`src/rtl/dma_irq_pkg.sv`:
```
package dma_irq_pkg;
  localparam int unsigned B_SRC_DONE  = 1;
  localparam int unsigned B_DST_DONE  = 2;
  localparam int unsigned B_BYTE_OVF  = 3;
  localparam int unsigned B_SRC_ACCT  = 4;
  localparam int unsigned B_DST_ACCT  = 5;
  localparam int unsigned B_SRC_FETCH = 6;
  localparam int unsigned B_DST_FETCH = 7;
  localparam int unsigned B_RD_DATA   = 8;
  localparam int unsigned B_WR_DATA   = 9;
  localparam int unsigned B_DONE      = 10;
  localparam int unsigned B_PAUSE     = 11;
  localparam int unsigned B_PAR_BASE  = 12;
  localparam int unsigned CTRL_EN     = 0;
  localparam int unsigned CTRL_PIE    = 1;
  localparam int unsigned CTRL_PAUSED = 2;
endpackage

```
`src/rtl/dma_irq_status.sv`:
```
module dma_irq_status #(
  parameter int unsigned W = 16
) (
  input  logic         clk,
  input  logic         rst,
  input  logic [W-1:0] set_vec,
  input  logic         clr_we,
  input  logic [W-1:0] clr_vec,
  output logic [W-1:0] status
);
  logic [W-1:0] clr_eff;

  assign clr_eff = clr_we ? clr_vec : '0;

  always_ff @(posedge clk) begin
    if (rst) status <= '0;
    else     status <= (status & ~clr_eff) | set_vec;
  end

  assert_set_wins_R7: assert property (@(posedge clk) disable iff (rst)
    (set_vec != '0) |=> ((status & $past(set_vec)) == $past(set_vec)));

  assert_no_spurious_set_R2: assert property (@(posedge clk) disable iff (rst)
    1'b1 |=> ((status & ~$past(status) & ~$past(set_vec)) == '0));
endmodule

```
`src/rtl/dma_irq_recovery.sv`:
```
module dma_irq_recovery (
  input  logic clk,
  input  logic rst,
  input  logic rd_err,
  input  logic wr_err,
  input  logic recov_done,
  input  logic sw_en_we,
  input  logic sw_en_val,
  input  logic err_bits_clear,
  output logic rd_fire,
  output logic wr_fire,
  output logic chan_en
);
  logic pend_rd, pend_wr;

  assign rd_fire = recov_done & pend_rd;
  assign wr_fire = recov_done & pend_wr;

  always_ff @(posedge clk) begin
    if (rst) begin
      pend_rd <= 1'b0;
      pend_wr <= 1'b0;
      chan_en <= 1'b0;
    end else begin
      if (rd_err)       pend_rd <= 1'b1;
      else if (rd_fire) pend_rd <= 1'b0;
      if (wr_err)       pend_wr <= 1'b1;
      else if (wr_fire) pend_wr <= 1'b0;
      if (rd_fire || wr_fire) chan_en <= 1'b0;
      else if (sw_en_we)      chan_en <= sw_en_val & err_bits_clear;
    end
  end

  assert_disable_on_recovery_R5: assert property (@(posedge clk) disable iff (rst)
    (rd_fire || wr_fire) |=> !chan_en);

  assert_fire_needs_error_R4: assert property (@(posedge clk) disable iff (rst)
    $rose(pend_rd) |-> $past(rd_err));
endmodule

```
`src/rtl/dma_irq_ctrl.sv`:
```
module dma_irq_ctrl #(
  parameter int unsigned DATA_W = 16,
  parameter int unsigned ADDR_W = 2,
  parameter int unsigned PAR_N  = 3
) (
  input  logic              clk,
  input  logic              rst,
  input  logic              src_dscr_done,
  input  logic              dst_dscr_done,
  input  logic              byte_ovf,
  input  logic              src_acct_ovf,
  input  logic              dst_acct_ovf,
  input  logic              src_fetch_err,
  input  logic              dst_fetch_err,
  input  logic              rd_data_err,
  input  logic              wr_data_err,
  input  logic              recov_done,
  input  logic              xfer_done,
  input  logic              pause_evt,
  input  logic              resume_evt,
  input  logic [PAR_N-1:0]  parity_err,
  input  logic              reg_we,
  input  logic [ADDR_W-1:0] reg_addr,
  input  logic [DATA_W-1:0] reg_wdata,
  output logic [DATA_W-1:0] reg_rdata,
  output logic              irq,
  output logic              chan_en,
  output logic              paused
);
  import dma_irq_pkg::*;

  localparam logic [ADDR_W-1:0] A_STATUS = ADDR_W'(0);
  localparam logic [ADDR_W-1:0] A_MASK   = ADDR_W'(1);
  localparam logic [ADDR_W-1:0] A_CTRL   = ADDR_W'(2);

  logic [DATA_W-1:0] set_vec, status, mask_q;
  logic              pie_q, rd_fire, wr_fire;
  logic              wr_status, wr_mask, wr_ctrl;

  assign wr_status = reg_we && (reg_addr == A_STATUS);
  assign wr_mask   = reg_we && (reg_addr == A_MASK);
  assign wr_ctrl   = reg_we && (reg_addr == A_CTRL);

  always_comb begin
    set_vec = '0;
    set_vec[B_SRC_DONE]  = src_dscr_done;
    set_vec[B_DST_DONE]  = dst_dscr_done;
    set_vec[B_BYTE_OVF]  = byte_ovf;
    set_vec[B_SRC_ACCT]  = src_acct_ovf;
    set_vec[B_DST_ACCT]  = dst_acct_ovf;
    set_vec[B_SRC_FETCH] = src_fetch_err;
    set_vec[B_DST_FETCH] = dst_fetch_err;
    set_vec[B_RD_DATA]   = rd_fire;
    set_vec[B_WR_DATA]   = wr_fire;
    set_vec[B_DONE]      = xfer_done;
    set_vec[B_PAUSE]     = pause_evt & pie_q;
    for (int i = 0; i < PAR_N; i++) set_vec[B_PAR_BASE + i] = parity_err[i];
  end

  dma_irq_status #(.W(DATA_W)) u_status (
    .clk(clk), .rst(rst), .set_vec(set_vec),
    .clr_we(wr_status), .clr_vec(reg_wdata), .status(status)
  );

  dma_irq_recovery u_recov (
    .clk(clk), .rst(rst), .rd_err(rd_data_err), .wr_err(wr_data_err),
    .recov_done(recov_done), .sw_en_we(wr_ctrl), .sw_en_val(reg_wdata[CTRL_EN]),
    .err_bits_clear(!status[B_RD_DATA] && !status[B_WR_DATA]),
    .rd_fire(rd_fire), .wr_fire(wr_fire), .chan_en(chan_en)
  );

  always_ff @(posedge clk) begin
    if (rst) begin
      mask_q    <= '0;
      pie_q     <= 1'b0;
      paused    <= 1'b0;
      irq       <= 1'b0;
      reg_rdata <= '0;
    end else begin
      if (wr_mask) mask_q <= reg_wdata;
      if (wr_ctrl) pie_q  <= reg_wdata[CTRL_PIE];
      if (pause_evt)       paused <= 1'b1;
      else if (resume_evt) paused <= 1'b0;
      irq <= |(status & mask_q);
      case (reg_addr)
        A_STATUS: reg_rdata <= status;
        A_MASK:   reg_rdata <= mask_q;
        A_CTRL:   reg_rdata <= DATA_W'({paused, pie_q, chan_en});
        default:  reg_rdata <= '0;
      endcase
    end
  end

  assert_data_err_after_recovery_R4: assert property (@(posedge clk) disable iff (rst)
    $rose(status[B_RD_DATA]) |-> $past(recov_done));

  assert_enable_by_write_R6: assert property (@(posedge clk) disable iff (rst)
    $rose(chan_en) |-> $past(wr_ctrl && reg_wdata[CTRL_EN]));

  assert_irq_masked_R8: assert property (@(posedge clk) disable iff (rst)
    (mask_q == '0) |=> !irq);

  assert_pause_source_R9: assert property (@(posedge clk) disable iff (rst)
    $rose(paused) |-> $past(pause_evt));
endmodule

```
`config.mk`:
```
export PLATFORM = sky130hd
export DESIGN_NAME = dma_irq_ctrl
export DESIGN_NICKNAME = d
export VERILOG_FILES = /design/src/rtl/dma_irq_pkg.sv /design/src/rtl/dma_irq_status.sv /design/src/rtl/dma_irq_recovery.sv /design/src/rtl/dma_irq_ctrl.sv
export SDC_FILE = /design/constraint.sdc
export NUM_CORES = 1
export LEC_CHECK = 0
export ABC_AREA = 0
export BUFFER_PORTS_ARGS = -buffer_cell sky130_fd_sc_hd__buf_2
export CAP_MARGIN = 20
export CELL_PAD_IN_SITES_DETAIL_PLACEMENT = 0
export CELL_PAD_IN_SITES_GLOBAL_PLACEMENT = 2
export CORE_ASPECT_RATIO = 1.1
export CORE_UTILIZATION = 29
export CTS_CLUSTER_SIZE = 20
export DETAILED_ROUTE_END_ITERATION = 10
export GPL_TIMING_DRIVEN = 0
export PLACE_DENSITY = 0.88
export SKIP_LAST_GASP = 1
export SYNTH_ARGS = -nofsm -noshare
export SYNTH_HDL_FRONTEND = slang
export SYNTH_SLANG_ARGS = --single-unit
```
`constraint.sdc`:
```
create_clock -name clk -period 1.6 [get_ports clk]
set_input_delay 0.32 -clock clk [delete_from_list [all_inputs] [get_ports clk]]
set_output_delay 0.32 -clock clk [all_outputs]
set_load 0.05 [all_outputs]
```
## Yosys cells after proc, flatten, opt, wreduce, memory -nomap -nowiden

Cells that the tools add are included.
Widths: inputs -> output; s select.

| cells by class | value |
|---|---|
| equality and inequality tests | 2 |
| multiplexer cells | 8 |
| bitwise operators | 8 |
| reduce and logical (&&, ||, !) cells | 13 |

Operators with widths:

| operator | number |
|---|---|
| $pmux 16 s3 | 1 |
| $and 16x16->16 | 2 |
| $mux 16 | 1 |
| $not 16->16 | 1 |
| $or 16x15->16 | 1 |
| $reduce_or 16->1 | 1 |
| $mux 1 | 6 |
| $reduce_bool 2->1 | 3 |
| $and 1x1->1 | 4 |
| $logic_and 1x1->1 | 4 |
| $eq 2x1->1 const B | 1 |
| $eq 2x2->1 const B | 1 |
| $logic_not 1->1 | 2 |
| $logic_not 2->1 | 1 |
| $reduce_or 2->1 | 1 |
| $logic_or 1x1->1 | 1 |

| word-level totals | value |
|---|---|
| bits in registers | 54 |
| input port bits | 37 |
| output and inout port bits | 19 |
| word-level logic and storage cells | 40 |

## Depth between registers and ports, before layout

| logic depth | value |
|---|---|
| depth after elaboration | 6 |
| mapped depth | 6 |
| mapped depth without buffers | 4 |

## By module

A second synthesis with hierarchy kept.

| unflattened totals | value |
|---|---|
| cells, all modules | 235 |
| area total of the unflattened synthesis | 2,258.4 µm² |

Modules (own cells, without submodules):

| module | times used | cells each | area an instance (µm²) | sequential area each (µm²) |
|---|---|---|---|---|
| dma_irq_ctrl | 1 | 153 | 1,418.9 | 700.7 |
| dma_irq_status | 1 | 68 | 690.7 | 320.3 |
| dma_irq_recovery | 1 | 14 | 148.9 | 60.1 |

## Least setup slack after synthesis

No wires, ideal clock.

| timing path | value |
|---|---|
| path type | in2reg |
| from | in reg_addr[0] |
| to | reg u_status.status[8] |
| library setup time | 0.128 ns |
| arrival time | 1.107 ns |
| data required time | 1.472 ns |
| setup slack | 0.365 ns |
| stages on the path | 6 |
| path buffers | 2 |
| cells stage by stage | buf_6 -> nor3b_4 -> buf_6 -> nand2_1 -> a22oi_1 -> nor2_1 |

| between the ends | value |
|---|---|
| word-level cells in the longest chain between the ends | 6 |

RTL lines:

| what | line | source |
|---|---|---|
| from (decl) | dma_irq_ctrl.sv:23 | `input logic [ADDR_W-1:0] reg_addr,` |
| $logic_not 2->1 | dma_irq_ctrl.sv:40 | `assign wr_status = reg_we && (reg_addr == A_STATUS);` |
| $logic_and 1x1->1 | dma_irq_ctrl.sv:40 |  |
| $mux 16 | dma_irq_status.sv:13 | `assign clr_eff = clr_we ? clr_vec : '0;` |
| $not 16->16 | dma_irq_status.sv:17 | `else status <= (status & ~clr_eff) \| set_vec;` |
| $and 16x16->16 | dma_irq_status.sv:17 |  |
| $or 16x15->16 | dma_irq_status.sv:17 |  |
| to (signal assigned) | dma_irq_status.sv:17 |  |
| to (decl) | dma_irq_status.sv:9 | `output logic [W-1:0] status` |

No other way between the ends.
A chain may end at the register's enable or synchronous reset.

## Worst setup path in the final report

| timing path | value |
|---|---|
| from | in reg_addr[0] |
| to | reg u_status.status[6] |

Same word-level chain as after synthesis.

==> summary.txt <==
Placement
  – Post-DP Area: 2390 um2
  – Post-DP HPWL: 3730 um
  – Pre-CTS setup slack: -0.0452 ns
  – I/O Buffers: 55
  – Placed Cells: 367
  – Routability cong.: 0.762

Clock network
  – CTS H-tree depth: 2
  – CTS tree: yes
  – Clock Pin Slew Worst Setup and Hold Paths: 0.09 ns
  – Clock latency at the later pin of the worst-skew pair: 0.30 ns
  – Largest buffer count on any clock path: 2
  – Hold buffers post-CTS: 0
  – Post-CTS setup buffer count: 0
  – Root Driver: clkbuf_8
  – Num CTS Buffers: 5
  – CTS resizes: 0
  – CTS Sinks: 54

Pwr
  – Logic gate share of total power: 11.6%
  – Sw frac: 25.7%
  – Power per cell area: 1010 nW/um2
  – Leakage: 1.08 nW
  – Clock power frac: 31.1%
  – Sw Pwr: 0.644 mW
  – Max VDD drop: 0.000344 V
  – Seq pwr share: 57.4%
  – Cell-internal power: 1.86 mW

GRT
  – GRT overflow: 0
  – Vias in the first global route: 1,568
  – Pin count of the biggest net entering global routing: 16
  – Total GRT Usage: 14.5%
  – First-pass GRT wire length: 7800 um
  – Initial antenna violation count: 0

Timing
  – FMAX: 770 MHz
  – Final hold vios: 0
  – Final worst-path setup slack: 0.302 ns
  – Hold Slack: 0.200 ns
  – Final setup skew: 0.00186 ns
  – Final setup violation count: 0
  – Worst slew margin relative to its limit: 64.3%
  – RSZ-0062 raised after global routing: false
  – Fin crit share: 81.1%
  – Min Tclk post-route: 1.30 ns
  – Measured slew at the worst slew-check pin: 0.536 ns
  – Slew Limit Fails: 0

Synth
  – Sequential share of the synthesized area: 53.8%
  – Average instance area after synthesis: 8.74 um2
  – Synth warn: 0
  – Post-synth top area share: 53.8%
  – Cell Area, Synth: 2010 um2
  – Post-synth top area cell: dfxtp_1
  – Synth area leaders: dfxtp_1 54%, nand2_1 9.1%, a21oi_1 9.0%
  – Post-synth ARST share: 0%
  – Post-synth EDFFs: 0
  – Syn_nets: 267
  – Synth unique cells: 26
  – Flip-flop and latch count after synthesis: 54
  – Cells after Synth: 230
  – Main flop type after synthesis: dfxtp_1

Setup path
  – Arr. time, crit path: 1.48 ns
  – CP startpoint: reg_addr[0]
  – Critical path's slowest cell: nor3b_4
  – CP cell instances: buf_2, buf_6, nor3b_4, buf_6, nand2_1, a21oi_1, nor2_1
  – Worst setup SP type: primary input
  – Endpoint class of the critical path: register
  – CP Max Fanout: 10
  – CP Class: primary input to register
  – Worst EP required: 1.78 ns
  – Reg2reg start: u_status.status[6]
  – Worst path max stage delay: 0.41 ns
  – Cell mode on critical path: buf_6

Detailed routing
  – Final wirelength: 5080 um
  – DRT Pass-1 Iters: 4
  – Per-cell routed wire length: 13.5 um
  – Residual DRC: 0
  – DR vias: 1,756
  – Antenna-violating nets left: 0
  – Initial DRC Count: 77
  – Vias per Instance: 4.68

Cells and area
  – Area Overhead vs Synth: 23.3%
  – Non-filler cells, final: 375
  – Commonest non-fill, non-tap cells in the layout: 58 x buf_2, 54 x dfxtp_1, 49 x nand2_1, 39 x nor2_1, 36 x a21oi_1
  – Layout cells sized above 1: 24.6%
  – Final instance area: 2480 um2
  – Most common cell after layout, fill and taps aside: buf_2
  – Ant diodes: 0
  – Final layout net count: 329

Floorplanning
  – Row Count: 31
  – Die area: 7270 um2
  – I/O pin count: 56
  – Chip width: 81.4 um
  – Initial Util: 30.3%
  – Core area: 6630 um2
  – Die Ht: 89.3 um

Run status
  – Outcome: finished clean

Job
  – MaxCap Viol Count: 0

Min path
  – Hold path start: reg_wdata[15]
  – Hold Crit Class: primary input to register
[final timing paths]
kind,to,slack (ns),cells past startpoint
setup / recovery,u_status.status[6],0.30,7
hold / removal,u_status.status[15],0.20,2
setup reg to reg,irq,0.41,4
hold reg to reg,u_status.status[15],0.48,2
[critical path, delay by kind of cell]
kind / cells / cell delay [ns]
AND/OR/NAND/NOR: 3 / 0.53
buffers and inverters: 3 / 0.48
AO/OA/AOI/OAI: 1 / 0.15
[cells in the mapped netlist (all sizes together) (2+ instances only)]
| master | instances |
|---|---|
| dfxtp | 54 |
| nand2 | 49 |
| nor2 | 39 |
| a21oi | 36 |
| mux2i | 16 |
| buf | 7 |
| a22oi | 5 |
| clkbuf | 4 |
| a221oi | 3 |
| a22o | 3 |
| inv | 2 |
| nand2b | 2 |
[power by group through the flow]
stage          combinational [mW]  clock [mW]  sequential (mW)
2_1_floorplan               0.134           0             1.51
3_3_place_gp                0.293           0             1.47
3_5_place_dp                0.293           0             1.47
4_1_cts                     0.294       0.808             1.44
5_1_grt                     0.319       0.854             1.45
6_report                    0.289       0.778             1.44
[metrics by stage]
stage                     utilization (%)  TNS, ns  power [mW]
after floorplan                         -        0        1.64
after global placement               36.0  -0.0889        1.76
after detailed placement             36.0   -0.180        1.76
after CTS                            37.4        0        2.54
after global routing                 37.4        0        2.62
final                                37.4        0        2.50
[state kept, by name, indices dropped and copies added (netlist names)]
register	count
irq	1
reg_rdata	16
pie_q	1
u_recov.pend_rd	1
u_recov.chan_en	1
u_status.status	16
mask_q	16
u_recov.pend_wr	1
paused	1
[layer usage]
layer  wire length [um]  part of all wire [%]  global-route usage, %  vias to the layer above
li1                   -                     -                      -                      894
met1               2320                    46                   18.7                      814
met2               2500                    49                   24.2                       43
met3                210                   4.1                   3.16                        5
met4                 44                  0.87                   3.90                        0
met5                  0                     0                      0                        -
[logic make-up (layout without fill, tap and decap cells)]
logic type / count (synthesis) / count (layout) / synth area share, %
compound gates: 49 / 49 / 14.1
buf+inv: 13 / 76 / 3.61
flops: 54 / 54 / 53.8
mux: 16 / 16 / 7.96
simple gates: 98 / 98 / 20.5
[layout make-up]
type	count	area (um2)
clock buffer	7	86.3
timing repair buffer	55	275
tap	82	103
multi-input combinational	163	857
sequential	54	1080
clock inverter	1	5.00
buffer	11	65.1
fill	704	4150
inverter	2	7.51
(Power assumes the default switching activity.)
